`config.mk`:
```
export PLATFORM = sky130hd
export DESIGN_NAME = fsram_burst
export DESIGN_NICKNAME = d
export VERILOG_FILES = /design/src/rtl/fsram_pkg.sv /design/src/rtl/fsram_array.sv /design/src/rtl/fsram_ctl.sv /design/src/rtl/fsram_burst.sv
export SDC_FILE = /design/constraint.sdc
export NUM_CORES = 2
export LEC_CHECK = 0
export ABC_AREA = 1
export BUFFER_PORTS_ARGS = -buffer_cell sky130_fd_sc_hd__buf_4
export CAP_MARGIN = 20
export CORE_AREA = 2 2 514 516
export CTS_BUF_LIST = sky130_fd_sc_hd__clkbuf_2 sky130_fd_sc_hd__clkbuf_4 sky130_fd_sc_hd__clkbuf_8
export DETAILED_ROUTE_END_ITERATION = 10
export DIE_AREA = 0 0 516 518
export GPL_ROUTABILITY_DRIVEN = 0
export PLACE_DENSITY = 0.56
export SLEW_MARGIN = 15
export SYNTH_ARGS = -nofsm -noshare
export SYNTH_HDL_FRONTEND = slang
export SYNTH_SLANG_ARGS = --single-unit
```
`constraint.sdc`:
```
create_clock -name clk -period 2.7 [get_ports clk]
set_input_delay 0.54 -clock clk [delete_from_list [all_inputs] [get_ports clk]]
set_output_delay 0.54 -clock clk [all_outputs]
set_load 0.02 [all_outputs]
```
`src/rtl/fsram_pkg.sv`:
```
package fsram_pkg;

    typedef enum logic [1:0] {
        ST_IDLE  = 2'd0,
        ST_READ  = 2'd1,
        ST_WRITE = 2'd2,
        ST_SLEEP = 2'd3
    } fs_state_e;

    localparam int BURST_BITS = 2;

    // Low address bits of a burst beat: linear adds, interleaved XORs.
    function automatic logic [BURST_BITS-1:0] burst_lo(
        input logic [BURST_BITS-1:0] start,
        input logic [BURST_BITS-1:0] cnt,
        input logic                  lin
    );
        logic [BURST_BITS-1:0] sum;
        sum = start + cnt;
        return lin ? sum : (start ^ cnt);
    endfunction

endpackage

```
`src/rtl/fsram_array.sv`:
```
module fsram_array #(
    parameter int AW = 6,
    parameter int NB = 4,
    parameter int LW = 8
) (
    input  logic             clk,
    input  logic [NB-1:0]    wr_mask,
    input  logic [AW-1:0]    wr_addr,
    input  logic [NB*LW-1:0] wr_data,
    input  logic [AW-1:0]    rd_addr,
    output logic [NB*LW-1:0] rd_data
);
    localparam int DEPTH = 1 << AW;

    for (genvar g = 0; g < NB; g++) begin : g_lane
        logic [LW-1:0] mem [DEPTH];

        always_ff @(posedge clk) begin
            if (wr_mask[g]) begin
                mem[wr_addr] <= wr_data[g*LW +: LW];
            end
        end

        assign rd_data[g*LW +: LW] = mem[rd_addr];
    end

endmodule

```
`src/rtl/fsram_ctl.sv`:
```
module fsram_ctl
    import fsram_pkg::*;
#(
    parameter int AW = 6,
    parameter int NB = 4
) (
    input  logic          clk,
    input  logic          rst_n,
    input  logic [AW-1:0] addr,
    input  logic          cs1_n,
    input  logic          cs2,
    input  logic          cs3_n,
    input  logic          start_host_n,
    input  logic          start_ctrl_n,
    input  logic          step_n,
    input  logic          order_lin,
    input  logic          all_wr_n,
    input  logic          lane_wr_n,
    input  logic [NB-1:0] lane_sel_n,
    input  logic          sleep,
    output fs_state_e     st_q,
    output logic [AW-1:0] cur_addr,
    output logic [AW-1:0] wr_addr,
    output logic [NB-1:0] wr_mask
);
    localparam int HI_W = AW - BURST_BITS;

    fs_state_e             st_d;
    logic [AW-1:0]         base_q, base_d;
    logic [BURST_BITS-1:0] cnt_q, cnt_d;
    logic                  sel_ok, host_go, ctrl_go, wr_req, do_wr;
    logic [NB-1:0]         lane_pick;

    assign sel_ok  = !cs1_n && cs2 && !cs3_n;
    assign host_go = !start_host_n && !cs1_n;
    assign ctrl_go = !start_ctrl_n && !host_go;
    assign wr_req  = !all_wr_n || (!lane_wr_n && (lane_sel_n != '1));

    always_comb begin
        if (!all_wr_n)      lane_pick = '1;
        else if (!lane_wr_n) lane_pick = ~lane_sel_n;
        else                lane_pick = '0;
    end

    // Next-state and burst address logic.
    always_comb begin
        st_d   = st_q;
        base_d = base_q;
        cnt_d  = cnt_q;
        do_wr  = 1'b0;
        if (sleep) begin
            st_d = ST_SLEEP;
        end else if (host_go) begin
            if (sel_ok) begin
                st_d   = ST_READ;
                base_d = addr;
                cnt_d  = '0;
            end else begin
                st_d = ST_IDLE;
            end
        end else if (ctrl_go) begin
            if (sel_ok) begin
                st_d   = wr_req ? ST_WRITE : ST_READ;
                base_d = addr;
                cnt_d  = '0;
                do_wr  = wr_req;
            end else begin
                st_d = ST_IDLE;
            end
        end else begin
            unique case (st_q)
                ST_READ, ST_WRITE: begin
                    cnt_d = cnt_q + {{(BURST_BITS-1){1'b0}}, ~step_n};
                    st_d  = wr_req ? ST_WRITE : ST_READ;
                    do_wr = wr_req;
                end
                ST_IDLE, ST_SLEEP: st_d = ST_IDLE;
                default:           st_d = ST_IDLE;
            endcase
        end
    end

    // State register.
    always_ff @(posedge clk or negedge rst_n) begin
        if (!rst_n) begin
            st_q   <= ST_IDLE;
            base_q <= '0;
            cnt_q  <= '0;
        end else begin
            st_q   <= st_d;
            base_q <= base_d;
            cnt_q  <= cnt_d;
        end
    end

    // Address and write-mask outputs.
    always_comb begin
        cur_addr = {base_q[AW-1 -: HI_W], burst_lo(base_q[BURST_BITS-1:0], cnt_q, order_lin)};
        wr_addr  = {base_d[AW-1 -: HI_W], burst_lo(base_d[BURST_BITS-1:0], cnt_d, order_lin)};
        wr_mask  = do_wr ? lane_pick : '0;
    end

    a_r2_host_loads: assert property (@(posedge clk) disable iff (!rst_n)
        (!sleep && host_go && sel_ok) |=> (st_q == ST_READ && cnt_q == '0 && cur_addr == $past(addr)));

    a_r4_host_wins: assert property (@(posedge clk) disable iff (!rst_n)
        (!start_host_n && !start_ctrl_n && !cs1_n) |-> (wr_mask == '0));

    a_r5_hold_without_step: assert property (@(posedge clk) disable iff (!rst_n)
        (!sleep && !host_go && ctrl_go == 1'b0 && (st_q == ST_READ || st_q == ST_WRITE) && step_n)
        |=> $stable(cnt_q));

    a_r9_all_lanes: assert property (@(posedge clk) disable iff (!rst_n)
        (wr_mask != '0 && !all_wr_n) |-> (wr_mask == '1));

    a_r12_sleep_no_write: assert property (@(posedge clk) disable iff (!rst_n)
        sleep |-> (wr_mask == '0));

endmodule

```
`src/rtl/fsram_burst.sv`:
```
module fsram_burst
    import fsram_pkg::*;
#(
    parameter int AW = 6,
    parameter int NB = 4,
    parameter int LW = 8
) (
    input  logic             clk,
    input  logic             rst_n,
    input  logic [AW-1:0]    addr,
    input  logic [NB*LW-1:0] dq_i,
    output logic [NB*LW-1:0] dq_o,
    output logic             dq_oe,
    input  logic             cs1_n,
    input  logic             cs2,
    input  logic             cs3_n,
    input  logic             start_host_n,
    input  logic             start_ctrl_n,
    input  logic             step_n,
    input  logic             order_lin,
    input  logic             all_wr_n,
    input  logic             lane_wr_n,
    input  logic [NB-1:0]    lane_sel_n,
    input  logic             oe_n,
    input  logic             sleep
);
    fs_state_e     st;
    logic [AW-1:0] cur_addr, wr_addr;
    logic [NB-1:0] wr_mask;

    fsram_ctl #(.AW(AW), .NB(NB)) u_ctl (
        .clk          (clk),
        .rst_n        (rst_n),
        .addr         (addr),
        .cs1_n        (cs1_n),
        .cs2          (cs2),
        .cs3_n        (cs3_n),
        .start_host_n (start_host_n),
        .start_ctrl_n (start_ctrl_n),
        .step_n       (step_n),
        .order_lin    (order_lin),
        .all_wr_n     (all_wr_n),
        .lane_wr_n    (lane_wr_n),
        .lane_sel_n   (lane_sel_n),
        .sleep        (sleep),
        .st_q         (st),
        .cur_addr     (cur_addr),
        .wr_addr      (wr_addr),
        .wr_mask      (wr_mask)
    );

    fsram_array #(.AW(AW), .NB(NB), .LW(LW)) u_array (
        .clk     (clk),
        .wr_mask (wr_mask),
        .wr_addr (wr_addr),
        .wr_data (dq_i),
        .rd_addr (cur_addr),
        .rd_data (dq_o)
    );

    // Output drive: flow-through, gated asynchronously.
    always_comb begin
        dq_oe = (st == ST_READ) && !oe_n && !sleep;
    end

    a_r1_idle_quiet: assert property (@(posedge clk) disable iff (!rst_n)
        (st == ST_IDLE) |-> !dq_oe);

    a_r11_oe_gate: assert property (@(posedge clk) disable iff (!rst_n)
        oe_n |-> !dq_oe);

    a_r12_sleep_quiet: assert property (@(posedge clk) disable iff (!rst_n)
        sleep |-> !dq_oe);

endmodule

```
[Yosys cells after proc, flatten, opt, wreduce, memory -nomap -nowiden]
Memory sizes are Yosys's and may differ from the RTL's.
Cells that the tools add are included.
Operators by class
  $add $sub $neg: 3
  reduce and logical (&&, ||, !) cells: 20
  equality and inequality tests: 4
  multiplexer cells: 34
  bitwise operators: 4
Operators with widths (number)
  2-bit two-way mux: 12
  6-bit two-way mux: 4
  1-bit two-way mux: 14
  4-bit two-way mux: 3
  1-bit zero test: 9
  1-bit logical AND: 7
  2-bit adder: 2
  2-bit equality test, second input constant: 2
  4-bit inequality test, second input constant: 1
  4-bit NOT: 1
  2-bit one-hot mux with 2 select lines: 1
  2-bit OR reduction: 2
  2-bit bitwise XOR: 2
  2-bit by 1-bit adder with 2-bit output: 1
  2-bit by 1-bit equality test with 1-bit output, second input constant: 1
  2-bit zero test: 1
  1-bit logical OR: 1
  1-bit NOT: 1
Storage, ports and cells
  memories kept: 4
  logic and storage cells: 72
  output and inout bits: 33
  memory bits (writable): 2048
  register bits: 10
Memory list
  u_array.g_lane[0].mem: depth 64, bits a word 8, read ports 1, clocked after memory_dff 0, write ports 1, line fsram_array.sv:16  | logic [LW-1:0] mem [DEPTH];
  u_array.g_lane[1].mem: depth 64, bits a word 8, read ports 1, clocked after memory_dff 0, write ports 1, line fsram_array.sv:16
  u_array.g_lane[2].mem: depth 64, bits a word 8, read ports 1, clocked after memory_dff 0, write ports 1, line fsram_array.sv:16
  u_array.g_lane[3].mem: depth 64, bits a word 8, read ports 1, clocked after memory_dff 0, write ports 1, line fsram_array.sv:16

[Longest topological paths before layout]
  depth after elaboration: 10
  depth in mapped cells: 18
  mapped depth without buffers: 14

[Cells and area by module]
From an unflattened synthesis, not the netlist that was laid out.
Second synthesis, totals
  cells, all modules: 7117
  area total of the unflattened synthesis: 83854.2 sq um
Modules (own cells, without submodules)
  fsram_array: instances 1, cells an instance 7024, area each 83111.0 sq um
  fsram_ctl: instances 1, cells an instance 87, area each 720.7 sq um
  fsram_burst: instances 1, cells an instance 6, area each 22.5 sq um

[Worst setup path after synthesis]
OpenSTA, ideal clock, no wires.
  path kind: input to register
  start: input port cs1_n
  end: memory u_array.g_lane[0].mem[0][0], enable pin
  arrival: 2.656 ns
  required time: 2.330 ns
  stages on the path: 11
  setup slack: -0.326 ns
  cell sequence: inv_2 -> nand2_1 -> nand2_2 -> nand3_4 -> mux2_2 -> ha_1 -> clkbuf_1 -> inv_1 -> clkbuf_1 -> nand4_1 -> nor2_1
On the way
  elaborated cells on any way between the ends: 24
  those cells by class: 1 x add/sub; 16 x mux; 1 x bitwise; 6 x reduce/logical
RTL lines
  start: declaration: line fsram_burst.sv:14  | input logic cs1_n,
  1-bit zero test (*): line fsram_ctl.sv:34, fsram_ctl.sv:35
  1-bit logical AND, on equally long branches: line fsram_ctl.sv:34, fsram_ctl.sv:35
  1-bit logical AND or 1-bit zero test (tied branches): line fsram_ctl.sv:34, fsram_ctl.sv:36
  6-bit two-way mux or 1-bit logical AND (tied branches): line fsram_ctl.sv:54, fsram_ctl.sv:62, fsram_ctl.sv:36
  6-bit two-way mux: line fsram_ctl.sv:61  | end else if (ctrl_go) begin
  6-bit two-way mux (*): line fsram_ctl.sv:53  | end else if (host_go) begin
  6-bit two-way mux (*): line fsram_ctl.sv:51  | if (sleep) begin
  via u_ctl.base_d[0]: line fsram_ctl.sv:29  | logic [AW-1:0] base_q, base_d;
  2-bit adder or 2-bit bitwise XOR (tied branches): line fsram_pkg.sv:19, fsram_pkg.sv:20
  2-bit two-way mux (*): line fsram_pkg.sv:20  | return lin ? sum : (start ^ cnt);
  end: declaration: line fsram_array.sv:16
The timed path passes the listed nets; every way through them passes the cells marked *.

[Worst setup path in the final report]
  start: register u_ctl.cnt_q[0]
  end: output port dq_o[7]
On the way
  word-level cells in the longest chain between the ends: 3
  elaborated cells on any way between the ends: 4
  those cells by class: 1 x add/sub; 1 x mux; 1 x bitwise; 1 x memory
RTL lines
  start: declaration: line fsram_ctl.sv:30  | logic [BURST_BITS-1:0] cnt_q, cnt_d;
  start signal: assignment: line fsram_ctl.sv:92  | cnt_q <= cnt_d;
  2-bit adder or 2-bit bitwise XOR (tied branches): line fsram_pkg.sv:19, fsram_pkg.sv:20
  2-bit two-way mux (*): line fsram_pkg.sv:20
  memory 64 x 8 bit (*)
  end: declaration: line fsram_burst.sv:12  | output logic [NB*LW-1:0] dq_o,
Every way passes the cells marked *; elsewhere a longest branch is shown, timed or not.

==> flow_summary.toml <==
[run_status]
status = "complete, but fails checks"
violations = "setup timing"

[floorplanning]
ios = 88
die_h_um = 518
start_util_pct = 32.9
die_x_um = 516
core_um2 = 262000
fp-row-count = 188
dieArea_um2 = 267000

[routing]
postRouteAntennaNets = 0
avgViaCountPerCell = 5.13
wl_met3_um = 22700
wl_met1_um = 116000
via_count = 60600
drt_iter0_drc = 7198
avgRoutedWirePerCell_um = 24.0
first_pass_iters = 5
top_layer_used = "met5"
wl_met2_um = 133000
wirelength_um = 283000
remaining_drc_errors = 0

[placement]
io_buffers = 87
placedCellCount = 11100
hpwl_um = 174000

[global_routing]
grt_pass1_wl_um = 405000
grtUsageTotal_pct = 20.5
antenna_found_initial = 16
grt_max_degree = 77
grt_pass1_vias = 58400
grt-ovfl-total = 0

[hold_path]
min_path_type = "input port to flop"

[cells_and_area]
nNetsFinal = 8092
layoutNonFillerInstCount = 11800
multi_input_area_um2 = 23300
seq_area_um2 = 61800
drive_gt1_share_pct = 22.3
fin_util_pct = 41.2
layout_commonest_cell = "edfxtp_1"
area_growth_syn_to_layout_pct = 25.3
layout_common_cells = "edfxtp_1, nand2_1, nand3_1, nor2_1, buf_4"
fillerInstances = 24500

[synth]
seq_area_frac_synth_pct = 71.7
synth_cell_type_count = 32
synthFlopType = "edfxtp_1"
synth_cells = 7166
syn_nets = 7225
synth_edf_count = 2048
syn_area_um2 = 86100
synth-seq-cells = 2058
avgSynthCellArea_um2 = 12.0
ys_warn_count = 0
async_reset_ff_share_pct = 0.486

[critical_path]
worstSetupStartpointType = "flop"
cpMostUsedCell = "nand3_1"
crit_path_end_kind = "output pin"
slowest_delay_ns = 0.41
crit_arrival_ns = 3.74
path_max_fanout = 10
worstPathCellList = "ha_4 -> buf_12 -> inv_16 -> buf_16 -> buf_16 -> nand2_1 -> and2_0 -> nand3_1 -> nand3_1 -> nand3_1 -> nand3_2 -> nand2_1 -> nand2_2 -> nand2_4 -> buf_12 -> buf_4"
cp_top_family = "simple AND/OR/NAND/NOR gates"
crit_slowest_cell = "dfrtp_1"
cp_num_buf_inv = 6
crit_required_ns = 2.16
criticalPathCategory = "flop to output pin"

[sta]
max_freq_mhz = 234
slew_violations = 0
final_hold_viol_count = 0
finalCriticalPeriod_ns = 4.28
rsz0062_at_grt = "yes"
setup_viol = 2080
fin_crit_sh_pct = 159
worst_pin_slew_ns = 0.934
setup_ws_ns = -1.58
slew_headroom_pct = 37.7
fin_skew_ns = 0.0841

[cts]
cts_tree = "done"
clockBufferDepth = 4
cts_root_buf = "clkbuf_8"
clock_latency_ns = 1.10
ctsHtreeMaxLevel = 5
clk_pin_slew_ns = 0.06
cts_buffers = 355
cts.sink_count = 2058

[run]
maxCapViolCount = 0

[power_and_ir_drop]
p_leak_nw = 39.5
p_per_area_nw_per_um2 = 944
vdd_drop_max_uv = 573
cell families (layout without fill, tap and decap cells):
logic type	count (synthesis)	in the layout	synth area share, %
adder cells (fa/ha/maj)	4	4	0.0581
other	0	15	0
flip-flops	2058	2058	71.7
AO/OA/AOI/OAI	601	601	4.38
AND/OR/NAND/NOR	3657	3657	18.0
multiplexers	257	257	2.99
buffers and inverters	589	1701	2.83
synthesized netlist by cell type (38+ instances only):
library cell	n	area share [%]
edfxtp_1	2048	71
nand2_1	1659	7.2
nand3_1	1083	6.3
clkbuf_1	249	1.1
mux2i_1	256	3.0
nand4_1	64	0.47
nor2_1	766	3.3
a21boi_0	276	2.4
buf_2	171	0.99
inv_1	90	0.39
o21ai_0	256	1.5
a21oi_1	38	0.22
buf_1	68	0.30
what timing repair did:
item | 4_1_cts | 5_1_grt
gates resized for setup | 380 | 242
endpoints found under the hold margin | 245 | 0
buffers inserted | 36 | 29
cloned | 30 | 19
endpoints found under the setup margin | 2080 | 2080
pin swaps | 44 | 63
hold buffers | 27 | 0
registers in the layout, summed over array words and instances (netlist names):
signal,flops
u_array.g_lane.mem,2048
u_ctl.st_q,2
u_ctl.base_q,6
u_ctl.cnt_q,2
path summary, 6_finish.rpt:
| check | start | end | slack [ns] | cells after the start |
|---|---|---|---|---|
| max in group asynchronous | rst_n | u_ctl.base_q[3] | 1.56 | 3 |
| max | u_ctl.cnt_q[0] | dq_o[7] | -1.58 | 16 |
| min in group asynchronous | rst_n | u_ctl.base_q[4] | 0.65 | 3 |
| min reg2reg | u_ctl.cnt_q[1] | u_ctl.cnt_q[1] | 0.74 | 3 |
| min | dq_i[25] | u_array.g_lane[3].mem[13][1] | 0.08 | 1 |
| max reg2reg | u_ctl.cnt_q[0] | u_array.g_lane[1].mem[43][3] | -0.56 | 14 |
routing by layer:
| metal | global-route usage (%) | vias to the layer above |
|---|---|---|
| li1 | - | 27300 |
| met1 | 27.0 | 30200 |
| met2 | 32.9 | 2709 |
| met3 | 4.23 | 473 |
| met4 | 7.99 | 10 |
| met5 | 0 | - |
layout make-up:
class | instances | share of cell area (%)
Antenna cell | 15 | 0.0348
Timing Repair inverter | 1 | 0.00812
Multi-Input combinational cell | 4519 | 21.6
Clock buffer | 479 | 5.46
Timing Repair Buffer | 1000 | 10.4
Inverter | 98 | 0.372
Tap cell | 3515 | 4.08
Clock inverter | 123 | 0.783
Sequential cell | 2058 | 57.3
worst reg2reg max path, delay by kind of cell (launching register included):
family	cells	cell delay, ns
AND/OR/NAND/NOR	5	0.80
flip-flops	1	0.41
AO/OA/AOI/OAI	2	0.34
buffers and inverters	5	0.93
adder cells (fa/ha/maj)	2	0.47
per-stage QoR:
step | total power, W | cell area [um^2] | setup WS (ns) | setup TNS (ns) | hold slack (ns)
2_1_floorplan | 0.0537 | 86200 | -0.220 | -329.46 | 0.244
3_3_place_gp | 0.0677 | 96800 | -0.846 | -975.55 | 0.396
3_5_place_dp | 0.0677 | 96800 | -0.860 | -1130.05 | 0.400
4_1_cts | 0.0999 | 106000 | -1.62 | -519.55 | 0.00202
5_1_grt | 0.106 | 108000 | -1.68 | -767.27 | 0.0409
6_report | 0.102 | 108000 | -1.58 | -578.89 | 0.0823
where the power goes:
| part | internal, W | switching [W] |
|---|---|---|
| clock | 0.0152 | 0.0125 |
| combinational | 0.0156 | 0.0233 |
| sequential | 0.0353 | 0.0000743 |
| total | 0.0660 | 0.0359 |
No activity file was read; power rests on OpenSTA's default activity.
